`config.mk`:
```
export PLATFORM = sky130hd
export DESIGN_NAME = pinmux_guarded_regs
export DESIGN_NICKNAME = d
export VERILOG_FILES = /design/src/rtl/pinmux_guard_pkg.sv /design/src/rtl/pinmux_unlock_gate.sv /design/src/rtl/pinmux_word_bank.sv /design/src/rtl/pinmux_guarded_regs.sv
export SDC_FILE = /design/constraint.sdc
export NUM_CORES = 1
export LEC_CHECK = 0
export BUFFER_PORTS_ARGS = -buffer_cell sky130_fd_sc_hd__buf_2
export CORE_ASPECT_RATIO = 0.5
export CORE_MARGIN = 5
export CORE_UTILIZATION = 45
export CTS_CLUSTER_DIAMETER = 50
export DETAILED_ROUTE_END_ITERATION = 8
export PLACE_DENSITY = 0.72
export SYNTH_ARGS = -nofsm -noshare
export SYNTH_HDL_FRONTEND = slang
export SYNTH_SLANG_ARGS = --single-unit
```
`constraint.sdc`:
```
create_clock -name clk -period 5.75 [get_ports clk]
set_clock_uncertainty 0.2 [all_clocks]
set_input_delay 0.575 -clock clk [delete_from_list [all_inputs] [get_ports clk]]
set_output_delay 0.575 -clock clk [all_outputs]
set_load 0.03 [all_outputs]
```
`src/rtl/pinmux_guard_pkg.sv`:
```
package pinmux_guard_pkg;
   localparam int ADDR_W = 12;

   typedef enum logic [3:0] {
      RG_CTRL  = 4'h0,
      RG_SEL   = 4'h1,
      RG_FUNC  = 4'h2,
      RG_DRV   = 4'h3,
      RG_PEN   = 4'h4,
      RG_PUP   = 4'h5
   } region_e;

   localparam logic [5:0] IDX_KEY    = 6'd0;
   localparam logic [5:0] IDX_STATUS = 6'd1;

   // keep the low drv_bits of every nibble
   function automatic logic [31:0] drive_mask(input int drv_bits);
      logic [31:0] m;
      m = '0;
      for (int i = 0; i < 8; i++)
         m[i*4 +: 4] = 4'((1 << drv_bits) - 1);
      return m;
   endfunction
endpackage

```
`src/rtl/pinmux_unlock_gate.sv`:
```
module pinmux_unlock_gate (
   input  logic        clk,
   input  logic        rst_n,
   input  logic        wr_en,
   input  logic        is_key,
   input  logic        is_guarded,
   input  logic [31:0] wdata,
   output logic        commit,
   output logic        drop
);
   logic        armed_q;
   logic [31:0] expect_q;

   assign commit = wr_en & is_guarded & armed_q & (wdata == expect_q);
   assign drop   = wr_en & is_guarded & ~commit;

   always_ff @(posedge clk or negedge rst_n) begin
      if (!rst_n) begin
         armed_q  <= 1'b0;
         expect_q <= '0;
      end else if (wr_en) begin
         armed_q <= is_key;
         if (is_key) expect_q <= ~wdata;
      end
   end

   // any non-key write leaves the gate disarmed
   p_disarm_r5: assert property (@(posedge clk) disable iff (!rst_n)
      (wr_en && !is_key) |=> !armed_q);
   // a key write arms the gate with the complement
   p_arm_r2: assert property (@(posedge clk) disable iff (!rst_n)
      (wr_en && is_key) |=> (armed_q && expect_q == ~$past(wdata)));
   // idle cycles keep the unlock
   p_idle_hold_r3: assert property (@(posedge clk) disable iff (!rst_n)
      !wr_en |=> ($stable(armed_q) && $stable(expect_q)));
endmodule

```
`src/rtl/pinmux_word_bank.sv`:
```
module pinmux_word_bank #(
   parameter int          N_WORDS = 2,
   parameter logic [31:0] MASK    = 32'hFFFF_FFFF
) (
   input  logic                  clk,
   input  logic                  rst_n,
   input  logic                  wr_en,
   input  logic [5:0]            wr_idx,
   input  logic [31:0]           wr_data,
   input  logic [5:0]            rd_idx,
   output logic [31:0]           rd_data,
   output logic [N_WORDS*32-1:0] words_flat
);
   if (N_WORDS < 1 || N_WORDS > 64) begin : g_bad_depth
      $error("pinmux_word_bank: N_WORDS must lie in 1..64");
   end

   logic [31:0] words_q [N_WORDS];

   for (genvar w = 0; w < N_WORDS; w++) begin : g_word
      always_ff @(posedge clk or negedge rst_n) begin
         if (!rst_n)
            words_q[w] <= '0;
         else if (wr_en && wr_idx == 6'(w))
            words_q[w] <= wr_data & MASK;
      end
      assign words_flat[w*32 +: 32] = words_q[w];
   end

   always_comb begin
      rd_data = '0;
      for (int w = 0; w < N_WORDS; w++)
         if (rd_idx == 6'(w)) rd_data = words_q[w];
   end
endmodule

```
`src/rtl/pinmux_guarded_regs.sv`:
```
module pinmux_guarded_regs
   import pinmux_guard_pkg::*;
#(
   parameter int NUM_PINS = 64,
   parameter int DRV_BITS = 3
) (
   input  logic                         clk,
   input  logic                         rst_n,
   input  logic [11:0]                  bus_addr,
   input  logic                         bus_wr_en,
   input  logic [31:0]                  bus_wdata,
   output logic [31:0]                  bus_rdata,
   output logic [NUM_PINS-1:0]          periph_sel,
   output logic [NUM_PINS*4-1:0]        func_sel,
   output logic [NUM_PINS*DRV_BITS-1:0] drive_code,
   output logic [NUM_PINS-1:0]          pull_en,
   output logic [NUM_PINS-1:0]          pull_up
);
   localparam int          BIT_WORDS  = NUM_PINS / 32;
   localparam int          NIB_WORDS  = NUM_PINS / 8;
   localparam logic [31:0] DRV_MASK   = drive_mask(DRV_BITS);

   if (NUM_PINS % 32 != 0 || NUM_PINS < 32 || NUM_PINS > 512) begin : g_bad_pins
      $error("pinmux_guarded_regs: NUM_PINS must be a multiple of 32 in 32..512");
   end
   if (DRV_BITS != 2 && DRV_BITS != 3) begin : g_bad_drv
      $error("pinmux_guarded_regs: DRV_BITS must be 2 or 3");
   end
   if (ADDR_W != 12) begin : g_bad_addr
      $error("pinmux_guarded_regs: address map assumes 12 address bits");
   end

   // address decode
   logic       aligned;
   logic [3:0] region;
   logic [5:0] idx;
   logic       is_key, is_status, is_guarded;

   assign aligned    = (bus_addr[1:0] == 2'b00);
   assign region     = bus_addr[11:8];
   assign idx        = bus_addr[7:2];
   assign is_key     = aligned && region == RG_CTRL && idx == IDX_KEY;
   assign is_status  = aligned && region == RG_CTRL && idx == IDX_STATUS;
   assign is_guarded = aligned && (region == RG_SEL || region == RG_FUNC || region == RG_DRV);

   logic commit, drop;

   pinmux_unlock_gate u_gate (
      .clk        (clk),
      .rst_n      (rst_n),
      .wr_en      (bus_wr_en),
      .is_key     (is_key),
      .is_guarded (is_guarded),
      .wdata      (bus_wdata),
      .commit     (commit),
      .drop       (drop)
   );

   // error flag
   logic err_q;
   always_ff @(posedge clk or negedge rst_n) begin
      if (!rst_n)
         err_q <= 1'b0;
      else if (drop)
         err_q <= 1'b1;
      else if (bus_wr_en && is_status && bus_wdata[0])
         err_q <= 1'b0;
   end

   // register banks
   logic [31:0] rd_sel, rd_fn, rd_drv, rd_pen, rd_pup;
   logic [BIT_WORDS*32-1:0] sel_flat, pen_flat, pup_flat;
   logic [NIB_WORDS*32-1:0] fn_flat, drv_flat;

   pinmux_word_bank #(.N_WORDS(BIT_WORDS), .MASK(32'hFFFF_FFFF)) u_sel (
      .clk(clk), .rst_n(rst_n),
      .wr_en(commit && region == RG_SEL), .wr_idx(idx), .wr_data(bus_wdata),
      .rd_idx(idx), .rd_data(rd_sel), .words_flat(sel_flat));

   pinmux_word_bank #(.N_WORDS(NIB_WORDS), .MASK(32'hFFFF_FFFF)) u_fn (
      .clk(clk), .rst_n(rst_n),
      .wr_en(commit && region == RG_FUNC), .wr_idx(idx), .wr_data(bus_wdata),
      .rd_idx(idx), .rd_data(rd_fn), .words_flat(fn_flat));

   pinmux_word_bank #(.N_WORDS(NIB_WORDS), .MASK(DRV_MASK)) u_drv (
      .clk(clk), .rst_n(rst_n),
      .wr_en(commit && region == RG_DRV), .wr_idx(idx), .wr_data(bus_wdata),
      .rd_idx(idx), .rd_data(rd_drv), .words_flat(drv_flat));

   pinmux_word_bank #(.N_WORDS(BIT_WORDS), .MASK(32'hFFFF_FFFF)) u_pen (
      .clk(clk), .rst_n(rst_n),
      .wr_en(bus_wr_en && aligned && region == RG_PEN), .wr_idx(idx), .wr_data(bus_wdata),
      .rd_idx(idx), .rd_data(rd_pen), .words_flat(pen_flat));

   pinmux_word_bank #(.N_WORDS(BIT_WORDS), .MASK(32'hFFFF_FFFF)) u_pup (
      .clk(clk), .rst_n(rst_n),
      .wr_en(bus_wr_en && aligned && region == RG_PUP), .wr_idx(idx), .wr_data(bus_wdata),
      .rd_idx(idx), .rd_data(rd_pup), .words_flat(pup_flat));

   // output vectors
   assign periph_sel = sel_flat;
   assign func_sel   = fn_flat;
   assign pull_en    = pen_flat;
   assign pull_up    = pup_flat;

   for (genvar p = 0; p < NUM_PINS; p++) begin : g_drive
      assign drive_code[p*DRV_BITS +: DRV_BITS] = drv_flat[(p/8)*32 + 4*(p%8) +: DRV_BITS];
   end

   // read mux
   always_comb begin
      bus_rdata = '0;
      if (aligned) begin
         unique case (region)
            RG_SEL:  bus_rdata = rd_sel;
            RG_FUNC: bus_rdata = rd_fn;
            RG_DRV:  bus_rdata = rd_drv;
            RG_PEN:  bus_rdata = rd_pen;
            RG_PUP:  bus_rdata = rd_pup;
            RG_CTRL: bus_rdata = is_status ? {31'b0, err_q} : 32'b0;
            default: bus_rdata = '0;
         endcase
      end
   end

   // guarded state only moves on a committed write
   p_guard_hold_r4: assert property (@(posedge clk) disable iff (!rst_n)
      !commit |=> ($stable(periph_sel) && $stable(func_sel) && $stable(drive_code)));
   // a dropped write raises the error flag
   p_err_set_r4: assert property (@(posedge clk) disable iff (!rst_n)
      drop |=> err_q);
   // the key address always reads 0
   p_key_reads_zero_r2: assert property (@(posedge clk) disable iff (!rst_n)
      (bus_addr == 12'h000) |-> (bus_rdata == 32'b0));
   // pull-enable writes land without unlock
   p_pull_direct_r9: assert property (@(posedge clk) disable iff (!rst_n)
      (bus_wr_en && aligned && region == RG_PEN && int'(idx) < BIT_WORDS)
      |=> (pull_en[int'($past(idx))*32 +: 32] == $past(bus_wdata)));
   // pull writes never touch the error flag
   p_pull_no_err_r9: assert property (@(posedge clk) disable iff (!rst_n)
      (bus_wr_en && aligned && (region == RG_PEN || region == RG_PUP)) |=> $stable(err_q));
endmodule

```
==> results.py <==
metrics = {
    "yosys": {
        "yosys_warnings": 0,
        "synth_mux_area_frac": 0.2753,
        "synth-edff-count": 0,
        "syn_avg_cell_area_sq_um": 13.06,
        "yosys.area_share.simple": 0.05189,
        "syn-num-nets": 2444,
        "synthAdderAreaFrac": 0,
        "synthArstFlopShare": 1.000,
        "synth-xor-area-share": 0.008955,
        "synth_area_leader_cell": "dfrtp_1",
        "synth.distinct_cells": 67,
        "synth_flop_cell": "dfrtp_1",
        "synth_top_area_share": 0.5389,
        "synth_compound_area_frac": 0.09051,
        "postSynthCellCount": 2397,
        "synth-seq-cells": 674,
        "netlist_area_sq_mm": 0.03130,
        "yosys-top-cells-area": "dfrtp_1 54%, mux2_2 24%, mux2i_1 2.0%",
        "ys_seq_area_frac": 0.5389,
        "synth_top_family_by_area": "multiplexers",
    },
    "sta": {
        "worstMarginPinSlew_ps": 1170,
        "setup_viol_count_final": 0,
        "fin_tns_setup_ps": 0,
        "hold_slack_ps": 186.8,
        "min_period_over_period": 0.8753,
        "max_freq_ghz": 0.1987,
        "final.min_clock_period_ps": 5033,
        "maxSlewViolCount": 0,
        "hold_violations": 0,
        "rsz0062_at_grt": "false",
        "maxSlewHeadroom": 0.2174,
    },
    "route": {
        "wl_met2_um": 59680,
        "top_layer": "met5",
        "drcViolationCount": 0,
        "totalWireLength_um": 131800,
        "vias": 25645,
        "wl_per_cell_um": 33.04,
        "ant_nets": 0,
        "viasPerCell": 6.427,
        "drt-met1-wl_um": 47800,
        "firstDrtPassIters": 6,
        "drtIter0Drc": 2956,
        "wl_met3_um": 13060,
    },
    "min_path": {
        "hold_class": "input port to flop",
    },
    "place": {
        "portBuffers": 718,
        "dp.cells": 3872,
        "gp_congestion": 0.9487,
        "dpl_cell_area_sq_mm": 0.03574,
        "dpl.hpwl_um": 93540,
    },
    "clocking": {
        "cts_max_level": 2,
        "cts_tree": "done",
        "cts.repair.resized": 0,
        "cts_buffers": 61,
        "clockBufferDepth": 3,
        "post_cts_buffers": 0,
        "cts-root-buf": "clkbuf_16",
        "cts.sinks": 674,
        "clock_latency_ps": 640,
        "path_clk_slew_ps": 70,
        "hold_buffers": 2,
    },
    "die": {
        "core.rowCount": 68,
        "design.core.area_sq_mm": 0.06892,
        "chipWidth_um": 383.0,
        "fp.dieArea_sq_mm": 0.07524,
        "ios": 719,
        "fp.dieH_um": 196.5,
        "initial_utilization": 0.4541,
    },
    "setup_path": {
        "r2r_setup_slack_ps": 2010,
        "critPathKind": "input port to output pin",
        "cp.required_ps": 4970,
        "worstPathMaxFanout": 24,
        "startpoint_type": "input port",
        "cp-end-kind": "output pin",
        "cp.arrival_ps": 4260,
    },
    "pwr": {
        "p_clk_frac": 0.448,
        "p_leak_nw": 20.33,
        "seqPwrFrac": 0.504,
        "fin_total_pwr_mw": 9.423,
        "p_sw_frac": 0.2399,
        "p_comb_frac": 0.048,
        "p_per_area_mw_per_mm2": 249.5,
        "p_switching_mw": 2.260,
        "intPower_mw": 7.163,
        "peakVddDrop_mv": 0.2479,
    },
    "final_layout": {
        "final_cells": 3990,
        "layout.nets": 3074,
        "fin_area_sq_mm": 0.03777,
        "layout-drive-gt1-share": 0.5255,
        "fill_cells": 5879,
        "syn2layout_area_growth_pct": 20.68,
    },
    "global_routing": {
        "gr-total-overflow": 0,
        "track_usage": 0.3382,
        "grt_pass1_wl_um": 186100,
        "grt_pass1_vias": 24864,
        "antenna_found_initial": 5,
        "grt_max_degree": 154,
    },
    "run_status": {
        "status": "finished clean",
    },
    "flow_run": {
        "drv_cap": 0,
    },
}
==> state kept, by name (all words and copies together) (netlist names) <==
signal	cells
err_q	1
u_drv.words_flat	192
u_fn.words_flat	256
u_gate.armed_q	1
u_gate.expect_q	32
u_pen.words_flat	64
u_pup.words_flat	64
u_sel.words_flat	64
==> power by group through the flow <==
stage | combinational [mW] | sequential, mW | clock (mW)
3_3_place_gp | 0.440 | 4.84 | 0
2_1_floorplan | 0.168 | 4.85 | 0
5_1_grt | 0.479 | 4.75 | 4.42
3_5_place_dp | 0.445 | 4.84 | 0
6_report | 0.455 | 4.75 | 4.22
4_1_cts | 0.448 | 4.75 | 4.23
==> final timing paths <==
kind,from,endpoint,cells after the start
worst min-delay path,bus_wdata[11],u_gate.expect_q[11]$_DFFE_PN0P_,2
worst min register to register,u_gate.expect_q[16]$_DFFE_PN0P_,u_gate.expect_q[16]$_DFFE_PN0P_,2
worst max register to register,u_gate.expect_q[28]$_DFFE_PN0P_,u_sel.words_flat[46]$_DFFE_PN0P_,7
worst max-delay path,bus_addr[4],bus_rdata[1],7
min in group asynchronous,rst_n,u_fn.words_flat[123]$_DFFE_PN0P_,2
max in group asynchronous,rst_n,u_fn.words_flat[68]$_DFFE_PN0P_,3
==> area by class of cell <==
| cell class | instances | area, sq um | area share |
|---|---|---|---|
| timing repair buffer | 794 | 4225 | 0.1119 |
| clock buffer | 92 | 1803 | 0.04773 |
| clock inverter | 19 | 197.7 | 0.005234 |
| multi-input combinational | 1488 | 13500 | 0.3574 |
| inverter | 8 | 30.03 | 0.0007950 |
| antenna | 5 | 12.51 | 0.0003313 |
| sequential | 674 | 16870 | 0.4465 |
| tap | 910 | 1139 | 0.03014 |
==> worst max-delay path: stages <==
cell and delay [ps]:
buf_2 460, or4b_2 970, nor2_4 590, a22o_1 230, a2111oi_0 110, o311ai_0 940, buf_2 350
==> cells in the mapped netlist, types with 10 or more instances <==
cell type / instances
clkbuf_1: 152
buf_6: 16
o2bb2ai_1: 14
a22oi_1: 56
nor3_1: 13
buf_1: 25
xnor2_1: 30
a22o_1: 18
a21oi_1: 43
dfrtp_1: 674
o21ai_0: 68
nor2_1: 70
a2bb2oi_1: 10
a211o_1: 16
mux2_2: 667
a221oi_1: 18
mux2i_1: 62
nand2_1: 89
o211ai_1: 21
o221ai_1: 32
a2111oi_0: 15
nand3_1: 61
buf_2: 28
o22ai_1: 45
nand4_1: 19
mux4_2: 17
==> cell usage in the layout, fill, tap and decap left out, types with 56 or more instances in the layout <==
master / instances
nand3_1: 61
nand2_1: 81
buf_2: 715
mux2_2: 667
nor2_1: 61
clkbuf_16: 61
mux2i_1: 62
a22oi_1: 56
dfrtp_1: 674
o21ai_0: 68
buf_4: 72
==> stage by stage <==
step	worst slack [ps]	util
floorplan	1512	-
global placement	947.7	0.5186
detailed placement	886.6	0.5186
CTS	879.2	0.5479
global route	724.0	0.5480
finish	717.0	0.5481
==> per-layer routing <==
| layer | vias to the layer above | track usage |
|---|---|---|
| met5 | - | 0 |
| met3 | 524 | 0.07314 |
| met1 | 13250 | 0.4288 |
| met2 | 1673 | 0.5304 |
| li1 | 10196 | - |
| met4 | 2 | 0.2196 |
==> cells by family (layout without fill, tap and decap cells) <==
family          Yosys count  in the layout
compound gates          396            396
xor+xnor                 32             32
buf+inv                 235            913
flops                   674            674
mux                     755            755
other cells               0              5
simple gates            305            305
No activity file was read; power rests on OpenSTA's default activity.
